<file path="src/rtl/dacbank_pkg.sv">
package dacbank_pkg;

    parameter int N_CH   = 16;
    parameter int DW     = 8;
    parameter int AW     = $clog2(N_CH);
    parameter int STAGES = 2;

    localparam int BANK_W = N_CH * DW;

    typedef struct packed {
        logic          sel_n;
        logic          stb_n;
        logic          rnw;
        logic          xfer_n;
        logic [AW-1:0] addr;
        logic [DW-1:0] data;
    } bus_t;

    localparam int BUS_W = $bits(bus_t);

    localparam bus_t BUS_IDLE = '{sel_n: 1'b1, stb_n: 1'b1, rnw: 1'b1,
                                  xfer_n: 1'b1, addr: '0, data: '0};

    typedef struct packed {
        logic wr;
        logic ld;
        logic rd;
    } cmd_t;

    function automatic cmd_t decode(bus_t b);
        cmd_t c;
        c.wr = !b.sel_n && !b.stb_n && !b.rnw;
        c.ld = !b.xfer_n && !b.stb_n;
        c.rd = !b.sel_n && b.rnw && b.stb_n && b.xfer_n;
        return c;
    endfunction

endpackage

</file>
<file path="src/rtl/dacbank_sync.sv">
module dacbank_sync #(
    parameter int             W       = 8,
    parameter int             DEPTH   = 2,
    parameter logic [W-1:0]   RST_VAL = '0
) (
    input  logic         clk,
    input  logic         rst,
    input  logic [W-1:0] d,
    output logic [W-1:0] q
);
    logic [W-1:0] stg [DEPTH];

    for (genvar s = 0; s < DEPTH; s++) begin : g_stage
        if (s == 0) begin : g_first
            always_ff @(posedge clk) begin
                if (rst) stg[s] <= RST_VAL;
                else     stg[s] <= d;
            end
        end else begin : g_next
            always_ff @(posedge clk) begin
                if (rst) stg[s] <= RST_VAL;
                else     stg[s] <= stg[s-1];
            end
        end
    end

    assign q = stg[DEPTH-1];
endmodule

</file>
<file path="src/rtl/dacbank_regs.sv">
module dacbank_regs
    import dacbank_pkg::*;
(
    input  logic              clk,
    input  logic              rst,
    input  cmd_t              cmd,
    input  logic [AW-1:0]     addr,
    input  logic [DW-1:0]     data,
    output logic [BANK_W-1:0] in_flat,
    output logic [BANK_W-1:0] dac_flat
);
    for (genvar ch = 0; ch < N_CH; ch++) begin : g_ch
        logic [DW-1:0] stage_q;
        logic [DW-1:0] stage_d;
        logic [DW-1:0] code_q;
        logic          hit;

        assign hit = cmd.wr && (addr == AW'(ch));

        always_comb begin
            stage_d = stage_q;
            if (hit) stage_d = data;
        end

        always_ff @(posedge clk) begin
            if (rst) stage_q <= '0;
            else     stage_q <= stage_d;
        end

        // transfer takes the next-state value so an overlapping write passes through
        always_ff @(posedge clk) begin
            if (rst)         code_q <= '0;
            else if (cmd.ld) code_q <= stage_d;
        end

        assign in_flat[ch*DW +: DW]  = stage_q;
        assign dac_flat[ch*DW +: DW] = code_q;
    end
endmodule

</file>
<file path="src/rtl/dacbank_rdbk.sv">
module dacbank_rdbk
    import dacbank_pkg::*;
(
    input  logic [BANK_W-1:0] in_flat,
    input  logic [AW-1:0]     addr,
    input  cmd_t              cmd,
    input  logic              sel_n_pin,
    input  logic              rnw_pin,
    output logic [DW-1:0]     rd_data,
    output logic              rd_oe
);
    logic [DW-1:0] lanes [N_CH];

    for (genvar ch = 0; ch < N_CH; ch++) begin : g_lane
        assign lanes[ch] = in_flat[ch*DW +: DW];
    end

    assign rd_data = lanes[addr];
    // raw pin gating releases the pad before the synchronised view catches up
    assign rd_oe   = cmd.rd && !sel_n_pin && rnw_pin;
endmodule

</file>
<file path="src/rtl/dacbank_if.sv">
module dacbank_if
    import dacbank_pkg::*;
(
    input  logic              clk,
    input  logic              rst,
    input  logic              sel_n,
    input  logic              stb_n,
    input  logic              rnw,
    input  logic              xfer_n,
    input  logic [AW-1:0]     ch_addr,
    input  logic [DW-1:0]     bus_i,
    output logic [DW-1:0]     bus_o,
    output logic              bus_oe,
    output logic [BANK_W-1:0] dac_q
);
    bus_t              raw_bus;
    logic [BUS_W-1:0]  sync_q;
    bus_t              s_bus;
    cmd_t              cmd;
    logic [AW-1:0]     s_addr;
    logic [BANK_W-1:0] in_flat;

    always_comb begin
        raw_bus.sel_n  = sel_n;
        raw_bus.stb_n  = stb_n;
        raw_bus.rnw    = rnw;
        raw_bus.xfer_n = xfer_n;
        raw_bus.addr   = ch_addr;
        raw_bus.data   = bus_i;
    end

    dacbank_sync #(
        .W       (BUS_W),
        .DEPTH   (STAGES),
        .RST_VAL (BUS_IDLE)
    ) u_sync (
        .clk (clk),
        .rst (rst),
        .d   (raw_bus),
        .q   (sync_q)
    );

    assign s_bus  = bus_t'(sync_q);
    assign cmd    = decode(s_bus);
    assign s_addr = s_bus.addr;

    dacbank_regs u_regs (
        .clk      (clk),
        .rst      (rst),
        .cmd      (cmd),
        .addr     (s_addr),
        .data     (s_bus.data),
        .in_flat  (in_flat),
        .dac_flat (dac_q)
    );

    dacbank_rdbk u_rdbk (
        .in_flat   (in_flat),
        .addr      (s_addr),
        .cmd       (cmd),
        .sel_n_pin (sel_n),
        .rnw_pin   (rnw),
        .rd_data   (bus_o),
        .rd_oe     (bus_oe)
    );
endmodule

</file>
<file path="config.mk">
export PLATFORM = sky130hd
export DESIGN_NAME = dacbank_if
export DESIGN_NICKNAME = d
export VERILOG_FILES = /design/src/rtl/dacbank_pkg.sv /design/src/rtl/dacbank_sync.sv /design/src/rtl/dacbank_regs.sv /design/src/rtl/dacbank_rdbk.sv /design/src/rtl/dacbank_if.sv
export SDC_FILE = /design/constraint.sdc
export NUM_CORES = 1
export LEC_CHECK = 0
export BUFFER_PORTS_ARGS = -buffer_cell sky130_fd_sc_hd__buf_4
export CORE_ASPECT_RATIO = 1.75
export CORE_MARGIN = 4
export CORE_UTILIZATION = 34
export CTS_CLUSTER_DIAMETER = 60
export CTS_CLUSTER_SIZE = 30
export DETAILED_ROUTE_END_ITERATION = 6
export PLACE_DENSITY_LB_ADDON = 0.25
export SKIP_CTS_REPAIR_TIMING = 1
export SKIP_LAST_GASP = 1
export SLEW_MARGIN = 10
export SYNTH_ARGS = -nofsm -noshare
export SYNTH_HDL_FRONTEND = slang
export SYNTH_SLANG_ARGS = --single-unit
</file>
<file path="constraint.sdc">
create_clock -name clk -period 6.8 [get_ports clk]
set_clock_uncertainty 0.15 [all_clocks]
set_input_delay 2.04 -clock clk [delete_from_list [all_inputs] [get_ports clk]]
set_output_delay 2.04 -clock clk [all_outputs]
set_load 0.01 [all_outputs]
</file>
Word-level counts from Yosys, hierarchy flattened --
Memories as Yosys holds them, arrays and structs flattened. Cells that the tools add are included.
Word-level totals: word-level logic and storage cells 106, RAM bits 32, input port bits 18, output and inout bits 137, register bits 256, memories kept 1
Operators by class: reduce and logical (&&, ||, !) cells 30, equality and inequality tests 15, mux-type cells 24, bitwise operators 3, magnitude comparators 1
Memories:
- u_sync.stg | words 2, bits a word 16, read ports 2, clocked after memory_dff 0, wr ports 2, RTL line dacbank_sync.sv:11 | logic [W-1:0] stg [DEPTH];
Operator list (number):
- $mux 8 | 18
- $bmux 8 s4 | 1
- $eq 4x4->1 const B | 8
- $mux 16 | 2
- $logic_and 1x1->1 | 24
- $eq 4x3->1 const B | 4
- $eq 4x2->1 const B | 2
- $ge 5x5->1 const B | 1
- $logic_not 1->1 | 5
- $not 4->5 | 1
- $eq 4x1->1 const B | 1
- $logic_not 4->1 | 1
- $mux 1 | 3
- $or 1x1->1 | 2

Longest topological paths before layout --
depth in word-level cells 6, gate-level depth with buffers 6

Modules after synthesis --
Synthesis repeated with hierarchy kept, for this count alone.
Second synthesis, totals: cells, all modules 1185, area total of the unflattened synthesis 11315.9 µm²
By module, submodules not included:
- dacbank_regs | cells an instance 1043, area each 9394.0 µm², instances 1, seq. area each 5124.9 µm²
- dacbank_rdbk | cells an instance 72, area each 1041.0 µm², instances 1, seq. area each 0.0 µm²
- dacbank_sync | cells an instance 67, area each 862.1 µm², instances 1, seq. area each 640.6 µm²
- dacbank_if | cells an instance 3, area each 18.8 µm², instances 1, seq. area each 0.0 µm²

Least setup slack after synthesis --
No wires, ideal clock.
path kind input-to-output, start point input port sel_n, end point output port bus_oe, data arrival time 2.512 ns, slack 2.098 ns, stages on the path 2, path buffers 0, path through nand4b_1 > nor3b_1
On the way: cells in the longest elaborated chain, start to end 3
Ends and longest elaborated chain:
- from (decl) | RTL line dacbank_if.sv:6 | input logic sel_n,
- $logic_not 1->1 | RTL line dacbank_rdbk.sv:20 | assign rd_oe = cmd.rd && !sel_n_pin && rnw_pin;
- $logic_and 1x1->1 (2 in series) | RTL line dacbank_rdbk.sv:20
- to (decl) | RTL line dacbank_if.sv:13 | output logic bus_oe,
Every way passes these cells.

==> impl_metrics.json <==
{
  "rsz0062_at_grt": "no",
  "clockBufferDepth": 3,
  "clk_latency_ns": 0.53,
  "crit_type": "register to output port",
  "period_needed_ns": 5.21,
  "gp_congestion": 0.920,
  "worst-path-buf-inv": 2,
  "synth_top_flop_cell": "dfxtp_1",
  "vdd_drop_max_v": 0.000166,
  "switchingPower_uw": 736,
  "finalInstanceArea_mm2": 0.0131,
  "synthAdderAreaFrac": 0,
  "wl_per_cell_um": 23.9,
  "drt-initial-drc-count": 1157,
  "synth_compound_area_frac": 0.221,
  "syn_avg_cell_area_um2": 9.48,
  "drv_slew": 0,
  "antenna_found_initial": 0,
  "synth_xor_area_frac": 0,
  "max_freq_mhz": 192,
  "hold_viol": 0,
  "max_cap_viol_count": 0,
  "hpwl_um": 26500,
  "holdWs_ns": 0.268,
  "yosys.area_share.simple": 0.156,
  "combPwrFrac": 0.046,
  "synthMuxAreaShare": 0.0631,
  "drt-total-wl_um": 39700,
  "drt_pass1_iterations": 6,
  "worstSetupEndpointType": "output port",
  "tightest_slew_ns": 1.29,
  "h-tree-depth": 1,
  "total_power_mw": 2.92,
  "syn_nets": 1224,
  "num_antenna_cells": 0,
  "tns_ns": 0,
  "grt_overflow": 0,
  "antenna_left": 0,
  "cpMostUsedCell": "buf_4",
  "cp_slowest_stage_delay_ns": 0.74,
  "cts_tree": "built",
  "drc_errors": 0,
  "yosysSeqAreaShare": 0.505,
  "p_leak_nw": 4.27,
  "p_sw_frac": 0.252,
  "clkSinkCount": 288,
  "cp-start-kind": "register",
  "ios": 155,
  "powerDensity_mw_per_mm2": 223,
  "cts_made_buffers": 15,
  "grt_max_degree": 257,
  "crit_path_max_fanout": 28,
  "design.die.area_mm2": 0.0367,
  "status": "finished clean",
  "vias_per_cell": 5.97,
  "drive_gt1_frac": 0.191,
  "grt_pass1_vias": 9488,
  "grt_pass1_wl_um": 60000,
  "die_h_um": 251,
  "arrival_ns": 3.02,
  "synth_top_family_by_area": "compound AO/OA/AOI/OAI gates",
  "relSlewSlack": 0.141,
  "netlist_area_mm2": 0.0114,
  "place_inst": 1639,
  "clkTransAtPathRegs_ns": 0.11,
  "core_area_mm2": 0.0330,
  "synth_enable_flop_cells": 0,
  "cp_slowest_cell": "dfxtp_2",
  "final_nets": 1269,
  "p_int_mw": 2.19,
  "synth-async-reset-ratio": 0,
  "path_cells": "buf_4 -> mux4_2 -> a22oi_1 -> nand2_1 -> buf_4",
  "power_frac_seq": 0.592,
  "clockPowerShare": 0.361,
  "yosys_warnings": 0,
  "synth_cell_types": 32,
  "synthCells": 1206,
  "clockRootBuffer": "clkbuf_16",
  "crit_family": "flip-flops",
  "fin_cells": 1663,
  "portBuffers": 154,
  "fp.dieW_um": 147,
  "dr_total_vias": 9926,
  "initial_core_util": 0.346,
  "hold_class": "register to register",
  "finalCritPeriodShare": 0.767,
  "area_growth_pct": 14.7,
  "cp.required_ns": 4.61,
  "placed_area_mm2": 0.0126,
  "ys_seq_elements": 288,
  "rows": 88,
  "finalSetupViolCount": 0,
  "grt_usage": 0.208
}
==> sequential cells by signal, indices dropped and copies added, names as in the netlist <==
signal and flops:
u_regs.g_ch.stage_q 128, u_sync.stg 32, u_regs.g_ch.code_q 128
==> layout by cell type (no fill, tap or decap), types with 16 or more instances in the layout <==
master	n
a21oi_1	128
a22oi_1	16
a311oi_1	128
buf_4	166
dfxtp_1	285
mux4_2	32
nand2_1	48
nand3_1	25
nand4_1	64
nor2_1	129
nor2b_1	33
o21ai_0	85
o21ai_1	43
==> per-stage QoR <==
step,setup slack (ns),utilization
2_1_floorplan,2.10,-
6_report,1.59,0.397
4_1_cts,1.49,0.397
3_3_place_gp,1.97,0.382
5_1_grt,1.41,0.397
3_5_place_dp,1.94,0.382
==> worst paths after layout <==
path	from	endpoint	slack [ns]	depth (start not counted)
min reg2reg	u_sync.stg[0][12]	u_sync.stg[1][12]	0.27	1
max	u_sync.stg[1][8]	bus_o[0]	1.59	5
min	u_sync.stg[0][12]	u_sync.stg[1][12]	0.27	1
max reg2reg	u_sync.stg[1][8]	u_regs.g_ch[11].code_q[7]	3.61	4
==> power groups by stage <==
stage                     Clock [mW]  Combinational [mW]  Sequential [mW]
after floorplan                    0              0.0899             1.76
after global placement             0               0.135             1.77
after detailed placement           0               0.135             1.77
after CTS                       1.08               0.136             1.73
after global routing            1.14               0.146             1.73
final                           1.06               0.135             1.73
==> worst reg2reg max path, cell delays in order (launching register included) <==
cell,delay [ns]
dfxtp_2,0.74
buf_4,0.51
and2_1,1.09
nand3_1,0.24
a311oi_1,0.34
==> kinds of logic (layout without fill, tap and decap cells) <==
| group | after synthesis | after routing |
|---|---|---|
| muxes | 32 | 32 |
| DFF | 288 | 288 |
| buffers and inverters | 141 | 193 |
| AOI/OAI and AO/OA | 400 | 400 |
| and+or+nand+nor | 345 | 345 |
==> metal layers <==
| metal | share of wire | vias to the layer above | track usage | wire length, µm |
|---|---|---|---|---|
| li1 | - | 4599 | - | - |
| met5 | 0 | - | 0 | 0 |
| met1 | 0.37 | 4842 | 0.240 | 14700 |
| met2 | 0.51 | 390 | 0.367 | 20400 |
| met4 | 0.062 | 0 | 0.121 | 2470 |
| met3 | 0.055 | 95 | 0.0268 | 2180 |
==> cell type report <==
type	count	area, µm²
well taps	405	507
flip-flops and latches	288	5770
clock buffers	15	375
clock inverters	9	104
repair buffers	169	1300
multi-input cells	777	5050
fillers	3326	19900
==> cells in the mapped netlist (16+ instances only) <==
cell / instances / area share
dfxtp_1: 288 / 0.50
o21ai_0: 85 / 0.037
a21oi_1: 128 / 0.056
nand4_1: 64 / 0.035
nand3_1: 25 / 0.011
nor2_1: 131 / 0.043
mux4_2: 32 / 0.063
clkbuf_1: 86 / 0.028
a22oi_1: 16 / 0.011
a311oi_1: 128 / 0.098
nor2b_1: 33 / 0.018
buf_2: 45 / 0.020
o21ai_1: 43 / 0.019
nand2_1: 48 / 0.016
Note: power is estimated with default switching activity, not from simulation.
